[config.mk]
export PLATFORM = sky130hd
export DESIGN_NAME = rel_jump_unit
export DESIGN_NICKNAME = d
export VERILOG_FILES = /design/src/rtl/rjmp_pkg.sv /design/src/rtl/rjmp_decode.sv /design/src/rtl/rjmp_cond_eval.sv /design/src/rtl/rjmp_target.sv /design/src/rtl/rel_jump_unit.sv
export SDC_FILE = /design/constraint.sdc
export NUM_CORES = 1
export LEC_CHECK = 0
export BUFFER_PORTS_ARGS = -buffer_cell sky130_fd_sc_hd__buf_4
export CAP_MARGIN = 10
export CORE_UTILIZATION = 45
export DETAILED_ROUTE_END_ITERATION = 16
export PLACE_DENSITY = 0.79
export SLEW_MARGIN = 40
export SYNTH_ARGS = -nofsm -noshare
export SYNTH_HDL_FRONTEND = slang
export SYNTH_SLANG_ARGS = --single-unit
[constraint.sdc]
create_clock -name clk -period 3.6 [get_ports clk]
set_input_delay 1.08 -clock clk [delete_from_list [all_inputs] [get_ports clk]]
set_output_delay 1.08 -clock clk [all_outputs]
set_load 0.01 [all_outputs]
[src/rtl/rjmp_pkg.sv]
package rjmp_pkg;
  localparam int INSTR_W = 16;
  localparam int OFF_W   = 10;
  localparam int COND_W  = 3;
  localparam int GRP_W   = 3;
  localparam logic [GRP_W-1:0] JMP_GROUP = 3'b001;
  localparam int NUM_COND = 1 << COND_W;

  typedef enum logic [COND_W-1:0] {
    CC_NE     = 3'd0,
    CC_EQ     = 3'd1,
    CC_NC     = 3'd2,
    CC_CS     = 3'd3,
    CC_NEG    = 3'd4,
    CC_GE     = 3'd5,
    CC_LT     = 3'd6,
    CC_ALWAYS = 3'd7
  } cond_e;

  typedef struct packed {
    logic n;
    logic z;
    logic c;
    logic v;
  } flags_t;
endpackage

[src/rtl/rjmp_decode.sv]
module rjmp_decode
  import rjmp_pkg::*;
(
  input  logic [INSTR_W-1:0] instr,
  output logic               is_jump,
  output cond_e              cond,
  output logic [OFF_W-1:0]   offset
);
  localparam int GRP_LSB  = INSTR_W - GRP_W;
  localparam int COND_LSB = OFF_W;

  always_comb begin
    is_jump = (instr[INSTR_W-1:GRP_LSB] == JMP_GROUP);
    cond    = cond_e'(instr[COND_LSB+COND_W-1:COND_LSB]);
    offset  = instr[OFF_W-1:0];
  end
endmodule

[src/rtl/rjmp_cond_eval.sv]
module rjmp_cond_eval
  import rjmp_pkg::*;
(
  input  cond_e  cond,
  input  flags_t flags,
  output logic   pass
);
  logic [NUM_COND-1:0] test;
  logic [NUM_COND-1:0] hit;

  always_comb begin
    test[CC_NE]     = ~flags.z;
    test[CC_EQ]     =  flags.z;
    test[CC_NC]     = ~flags.c;
    test[CC_CS]     =  flags.c;
    test[CC_NEG]    =  flags.n;
    test[CC_GE]     = ~(flags.n ^ flags.v);
    test[CC_LT]     =  (flags.n ^ flags.v);
    test[CC_ALWAYS] = 1'b1;
  end

  for (genvar gi = 0; gi < NUM_COND; gi++) begin : g_hit
    assign hit[gi] = (cond == cond_e'(gi)) & test[gi];
  end

  assign pass = |hit;
endmodule

[src/rtl/rjmp_target.sv]
module rjmp_target
  import rjmp_pkg::*;
#(
  parameter int ADDR_W = 16
) (
  input  logic [ADDR_W-1:0] pc,
  input  logic [OFF_W-1:0]  offset,
  input  logic              take,
  output logic [ADDR_W-1:0] next_pc
);
  localparam int EXT_W = ADDR_W - OFF_W;
  localparam logic [ADDR_W-1:0] LSB_MASK = ~ADDR_W'(1);
  localparam logic [ADDR_W-1:0] STEP     = ADDR_W'(2);

  logic [ADDR_W-1:0] base;
  logic [ADDR_W-1:0] sext;
  logic [ADDR_W-1:0] disp;

  always_comb begin
    base    = (pc & LSB_MASK) + STEP;
    sext    = {{EXT_W{offset[OFF_W-1]}}, offset};
    disp    = take ? (sext << 1) : '0;
    next_pc = base + disp;
  end
endmodule

[src/rtl/rel_jump_unit.sv]
module rel_jump_unit
  import rjmp_pkg::*;
#(
  parameter int ADDR_W = 16
) (
  input  logic              clk,
  input  logic              rst_n,
  input  logic              in_valid,
  output logic              in_ready,
  input  logic [15:0]       in_instr,
  input  logic [ADDR_W-1:0] in_pc,
  input  logic              in_flag_n,
  input  logic              in_flag_z,
  input  logic              in_flag_c,
  input  logic              in_flag_v,
  output logic              out_valid,
  input  logic              out_ready,
  output logic              out_is_jump,
  output logic              out_taken,
  output logic [ADDR_W-1:0] out_next_pc
);
  logic             dec_jump;
  cond_e            dec_cond;
  logic [OFF_W-1:0] dec_off;
  logic             cond_ok;
  logic             take;
  logic [ADDR_W-1:0] tgt;
  flags_t           flags;
  logic             accept;

  assign flags = '{n: in_flag_n, z: in_flag_z, c: in_flag_c, v: in_flag_v};

  rjmp_decode u_dec (
    .instr   (in_instr),
    .is_jump (dec_jump),
    .cond    (dec_cond),
    .offset  (dec_off)
  );

  rjmp_cond_eval u_cond (
    .cond  (dec_cond),
    .flags (flags),
    .pass  (cond_ok)
  );

  assign take = dec_jump & cond_ok;

  rjmp_target #(.ADDR_W(ADDR_W)) u_tgt (
    .pc      (in_pc),
    .offset  (dec_off),
    .take    (take),
    .next_pc (tgt)
  );

  assign in_ready = ~out_valid | out_ready;
  assign accept   = in_valid & in_ready;

  always_ff @(posedge clk) begin
    if (!rst_n) begin
      out_valid   <= 1'b0;
      out_is_jump <= 1'b0;
      out_taken   <= 1'b0;
      out_next_pc <= '0;
    end else begin
      if (accept) begin
        out_valid   <= 1'b1;
        out_is_jump <= dec_jump;
        out_taken   <= take;
        out_next_pc <= tgt;
      end else if (out_ready) begin
        out_valid   <= 1'b0;
      end
    end
  end
endmodule

==> impl_metrics.py, run 1 <==
metrics = {
    "power_and_ir_drop": {
        "pwr_density_cell_nw_per_um2": 218,
        "ir_worst_vdd_mv": 0.262,
        "fin_total_pwr_uw": 633,
        "p_leak_nw": 1.31,
    },
    "cells_and_area": {
        "fillers": 212,
        "multiInputGateArea_um2": 1650,
        "diodes": 0,
        "finalNonFillerCells": 347,
        "drive_gt1_share_pct": 53.8,
        "area_growth_pct": 75.4,
        "layout.nets": 371,
        "final_util_pct": 84.4,
        "register_area_um2": 360,
    },
    "yosys": {
        "synth_top_cell_by_area": "dfxtp_1",
        "synth.top_cells.by_count": "ha_1, nand2_1, dfxtp_1",
        "syn-mean-instance-area_um2": 8.04,
        "synth.distinct_cells": 48,
        "synth_top_cells_by_area": "dfxtp_1, ha_1, nand2_1",
        "synth-async-reset-ratio_pct": 0,
        "ys.flop_type": "dfxtp_1",
        "synth-seq-cells": 18,
        "seq_area_frac_synth_pct": 21.8,
        "synth.top_cell.area_share_pct": 21.8,
        "synth_cells": 206,
        "synth-edff-count": 0,
        "synth_most_common_cell": "ha_1",
        "synth_area_um2": 1660,
        "yosys_warnings": 0,
        "syn_nets": 274,
    },
    "placement": {
        "hpwl_um": 3430,
        "gp_congestion": 0.833,
        "portBuffers": 57,
        "post-place-cells": 337,
    },
    "global_route": {
        "grt_usage_pct": 23.6,
        "antenna_found_initial": 0,
        "grt_pass1_vias": 1817,
        "grt_max_degree": 21,
        "grt_pass1_wl_um": 7560,
        "grt-ovfl-total": 0,
    },
    "sta": {
        "setup_viol": 9,
        "period_share_pct": 105,
        "relSlewSlack_pct": 52.8,
        "worst_slack_ns": -0.175,
        "rsz0062_at_grt": "yes",
        "fin_crit_ns": 3.77,
        "hold_violations": 0,
        "finClkSkew_ns": 0.00418,
        "worstMarginPinSlew_ns": 0.707,
        "fin_tns_setup_ns": -0.896,
        "finalMaxSlewViolations": 0,
        "max_freq_mhz": 265,
    },
    "status": {
        "status": "complete, but fails checks",
        "violations": "negative setup slack",
    },
    "worst_setup_path": {
        "cp.arrival_ns": 3.92,
        "critPathKind": "input port to register",
        "cp-start-kind": "input port",
        "ff2ff_setup_slack_ns": 1.83,
        "worst_r2r_startpoint": "out_valid",
        "crit_start": "in_flag_v",
        "end_kind": "register",
        "crit_required_ns": 3.75,
        "crit_end": "out_next_pc[8]",
        "reg2reg_depth": 6,
        "worst-path-max-fanout": 6,
        "r2r_end": "out_next_pc[15]",
    },
    "detailed_routing": {
        "ant_nets": 0,
        "routed_wl_um": 5130,
        "wl_met2_um": 2760,
        "wl_met3_um": 272,
        "vias": 1906,
        "drt_iter0_drc": 52,
        "met1Wirelength_um": 1990,
        "vias_per_cell": 5.49,
        "top_layer_used": "met4",
        "firstDrtPassIters": 4,
        "drc": 0,
        "wl_per_cell_um": 14.8,
    },
    "floorplan": {
        "dieArea_um2": 3930,
        "die_x_um": 62.7,
        "io_pins": 60,
        "die_h_um": 62.7,
        "core.rowCount": 21,
        "start_util_pct": 48.1,
        "coreArea_um2": 3440,
    },
    "clock_tree": {
        "cts-root-buf": "clkbuf_8",
        "htreeDepth": 1,
        "cts_hold_buf": 0,
        "cts_sinks": 18,
        "insertion_delay_ns": 0.26,
        "path_clk_slew_ns": 0.07,
        "clk_path_buf_depth": 2,
        "cts_made_buffers": 3,
        "cts_tree": "yes",
    },
    "job": {
        "drv_cap": 0,
    },
    "min_path": {
        "hold_path.class": "register to register",
    },
}
-- layer usage --
layer / vias up / track usage (%)
li1: 928 / -
met1: 907 / 25.5
met2: 61 / 45.4
met3: 10 / 5.66
met4: 0 / 5.81
met5: - / 0
-- kinds of logic after synthesis --
kind of cell | share of synthesized area [%]
AND/OR/NAND/NOR | 24.2
AO/OA/AOI/OAI | 21.6
adder cells (fa/ha/maj) | 21.6
flip-flops | 21.8
buffers and inverters | 3.93
XOR/XNOR | 4.76
multiplexers | 1.89
other | 0.226
-- worst max-delay path, stage by stage --
cell      delay (ns)
buf_6           0.10
nand3b_1        0.15
a21o_1          0.20
and3_4          0.15
o21a_4          0.22
and2_4          0.15
ha_4            0.26
ha_4            0.12
inv_2           0.03
fa_2            0.37
nor2b_2         0.15
o21a_2          0.20
o21a_1          0.19
o21ai_2         0.10
nor4b_1         0.15
a311o_1         0.29
-- worst min-delay path by stage --
stage	from	endpoint	slack [ns]	cells after the start
6_report	out_taken	out_taken	0.46	2
5_1_grt	out_next_pc[11]	out_next_pc[11]	0.49	2
4_1_cts	out_taken	out_taken	0.46	2
3_5_place_dp	out_taken	out_taken	0.45	2
3_3_place_gp	out_next_pc[5]	out_next_pc[5]	0.44	2
2_1_floorplan	out_next_pc[4]	out_next_pc[4]	0.48	2
-- through the flow --
step           hold WS, ns  cell area [µm²]  setup WS [ns]
4_1_cts              0.459             2650        -0.0945
5_1_grt              0.493             2910         -0.255
2_1_floorplan        0.476             1710         -0.161
6_report             0.458             2910         -0.175
3_3_place_gp         0.441             2420         -0.463
3_5_place_dp         0.451             2420         -0.523
-- layout by cell type, fill, tap and decap left out, types with 8 or more instances in the layout --
| master | count |
|---|---|
| inv_1 | 8 |
| nor2_1 | 11 |
| a21oi_1 | 12 |
| dfxtp_1 | 18 |
| buf_4 | 92 |
| nand2_1 | 24 |
| ha_1 | 12 |
| ha_4 | 15 |
-- state kept, by name, summed over array words and instances (netlist names) --
signal / cells
out_is_jump: 1
out_next_pc: 15
out_valid: 1
out_taken: 1
-- power breakdown --
group	leakage, nW	total, mW	internal [mW]	switching (mW)
sequential	0.148	0.222	0.214	0.00831
clock	0.0216	0.142	0.0745	0.0671
combinational	1.14	0.269	0.146	0.123
total	1.31	0.633	0.434	0.198
-- layout make-up --
cell class / count / share of cell area (%)
repair buffers: 98 / 26.1
flip-flops and latches: 18 / 12.4
clock buffers: 3 / 1.42
inverters: 10 / 1.29
well taps: 46 / 1.98
multi-input cells: 172 / 56.8
-- what timing repair did --
action | 4_1_cts | 5_1_grt
pin swaps | 13 | 34
gates cloned | 0 | 0
setup buffers | 2 | 5
gates resized for setup | 25 | 45
endpoints found under the hold margin | 0 | 0
endpoints found under the setup margin | 10 | 11
Note: power is estimated with default switching activity, not from simulation.
==> run 2, diff against run 1 <==
--- a/config.mk
+++ b/config.mk
@@ -7,9 +7,9 @@
 export LEC_CHECK = 0
 export BUFFER_PORTS_ARGS = -buffer_cell sky130_fd_sc_hd__buf_4
 export CAP_MARGIN = 10
-export CORE_UTILIZATION = 45
+export CORE_UTILIZATION = 40
 export DETAILED_ROUTE_END_ITERATION = 16
-export PLACE_DENSITY = 0.79
+export PLACE_DENSITY = 0.69
 export SLEW_MARGIN = 40
 export SYNTH_ARGS = -nofsm -noshare
 export SYNTH_HDL_FRONTEND = slang
==> impl_metrics.py, run 2 (same netlist as run 1, synthesis figures left out) <==
metrics = {
    "sta": {
        "fin_tns_setup_ns": -0.461,
        "period_share_pct": 104,
        "setup_viol": 5,
        "hold_violations": 0,
        "worst_slack_ns": -0.156,
        "worstMarginPinSlew_ns": 0.787,
        "rsz0062_at_grt": "yes",
        "fin_crit_ns": 3.76,
        "finalMaxSlewViolations": 0,
        "relSlewSlack_pct": 47.4,
        "max_freq_mhz": 266,
        "finClkSkew_ns": 0.00103,
    },
    "floorplan": {
        "die_x_um": 66.4,
        "io_pins": 60,
        "dieArea_um2": 4400,
        "die_h_um": 66.4,
        "start_util_pct": 41.4,
        "core.rowCount": 23,
        "coreArea_um2": 4000,
    },
    "cells_and_area": {
        "layout_commonest_cell": "buf_4",
        "area_growth_pct": 68.1,
        "drive_gt1_share_pct": 49.2,
        "layout.cells.most_common_list": "buf_4, nand2_1, dfxtp_1",
        "fillers": 330,
        "max_flop_register": "out_next_pc",
        "layout.nets": 369,
        "diodes": 0,
        "largest_reg_flops": 15,
    },
    "status": {
        "status": "complete, but fails checks",
        "violations": "design-rule violations, negative setup slack",
    },
    "power_and_ir_drop": {
        "clockPowerShare_pct": 23.0,
        "ir_worst_vdd_mv": 0.229,
        "netSwitchingPower_uw": 188,
        "internal-power_uw": 425,
        "p_leak_nw": 1.28,
        "fin_total_pwr_uw": 613,
        "combPwrFrac_pct": 40.9,
        "pwr_density_cell_nw_per_um2": 220,
        "p_sw_share_pct": 30.6,
        "seqPwrFrac_pct": 36.1,
    },
    "worst_setup_path": {
        "path_cells": "buf_6 -> nand3b_1 -> a21o_1 -> and3_1 -> o21a_4 -> and2_4 -> ha_4 -> ha_4 -> inv_2 -> fa_2 -> nor2b_1 -> o21a_2 -> o2111ai_4 -> a21boi_2 -> mux2_4 -> o21ai_2",
        "cp_common_cell": "ha_4",
        "reg2reg_depth": 6,
        "worst-path-max-fanout": 5,
        "max_stage_delay_ns": 0.33,
        "end_kind": "register",
        "cp.arrival_ns": 3.94,
        "critPathKind": "input port to register",
        "crit_required_ns": 3.78,
        "path_depth": 16,
        "critical-path-top-delay-family": "compound AO/OA/AOI/OAI gates",
        "crit_buf_inv": 2,
        "slowest_stage": "fa_2",
        "cp-start-kind": "input port",
    },
    "global_route": {
        "grt_pass1_vias": 1647,
        "grt_pass1_wl_um": 6850,
        "grt_usage_pct": 20.1,
        "grt-ovfl-total": 0,
        "grt_max_degree": 21,
        "antenna_found_initial": 0,
    },
    "detailed_routing": {
        "ant_nets": 0,
        "routed_wl_um": 4570,
        "wl_per_cell_um": 13.1,
        "vias_per_cell": 5.25,
        "drc": 2,
        "drt_iter0_drc": 63,
        "vias": 1833,
        "firstDrtPassIters": 10,
    },
    "clock_tree": {
        "cts_tree": "yes",
        "htreeDepth": 1,
        "cts-root-buf": "clkbuf_8",
        "cts_sinks": 18,
        "path_clk_slew_ns": 0.07,
        "insertion_delay_ns": 0.25,
        "cts_hold_buf": 0,
        "clk_path_buf_depth": 2,
        "cts_made_buffers": 3,
    },
    "job": {
        "drv_cap": 0,
    },
    "placement": {
        "gp_congestion": 0.820,
        "hpwl_um": 3240,
        "portBuffers": 57,
    },
    "min_path": {
        "hold-path-cell-count": 2,
        "hold_path.class": "register to register",
    },
}
[run 2: cell types whose count changed in the layout (fill, tap and decap cells not counted), sizes merged]
| cell | delta |
|---|---|
| buf | -2 |
[run 2: through the flow]
| stage | hold WS (ns) | instance area (µm²) | util, % | cells | setup WS [ns] |
|---|---|---|---|---|---|
| 2_1_floorplan | 0.476 | 1710 | - | 206 | -0.161 |
| 3_3_place_gp | 0.444 | 2430 | 60.9 | 342 | -0.481 |
| 3_5_place_dp | 0.445 | 2430 | 60.9 | 342 | -0.539 |
| 4_1_cts | 0.454 | 2640 | 66.1 | 348 | -0.0911 |
| 5_1_grt | 0.470 | 2790 | 69.6 | 349 | -0.279 |
| 6_report | 0.455 | 2790 | 69.6 | 349 | -0.156 |
[run 2: power groups by stage]
stage | logic [mW] | registers [mW] | clock network [mW]
after floorplan | 0.100 | 0.232 | 0
after global placement | 0.208 | 0.225 | 0
after detailed placement | 0.212 | 0.226 | 0
after CTS | 0.231 | 0.221 | 0.143
after global routing | 0.274 | 0.223 | 0.150
final | 0.251 | 0.221 | 0.141
[run 2: what timing repair did]
item | in CTS | in global routing
setup endpoints to repair | 10 | 10
hold endpoints to repair | 0 | 0
setup buffers | 3 | 1
gates resized for setup | 25 | 25
pin swaps | 20 | 28
[run 2: worst paths after layout]
path                                     start               to  slack (ns)
worst min-delay path            out_next_pc[9]   out_next_pc[9]        0.45
worst max-delay path                 in_flag_v  out_next_pc[10]       -0.16
worst max register to register       out_valid  out_next_pc[15]        1.81
worst min register to register  out_next_pc[9]   out_next_pc[9]        0.45
[run 2: cell type report]
cell class	instances	area, µm²	area share (%)
Sequential cell	18	360	12.9
Multi-Input combinational cell	172	1550	55.6
Inverter	10	37.5	1.35
Tap cell	50	62.6	2.25
Clock buffer	3	41.3	1.48
Timing Repair Buffer	96	736	26.4
[run 2: layer usage]
metal,track usage (%),vias to the layer above,wire length (µm)
li1,-,926,-
met1,22.9,846,1920
met2,38.9,53,2410
met3,3.28,8,202
met4,3.46,0,40
met5,0,-,0
[run 2: tightest hold or removal path: stages (launching register included)]
cell and delay [ns]:
dfxtp_1 0.31, nand2_1 0.05, a21oi_1 0.05
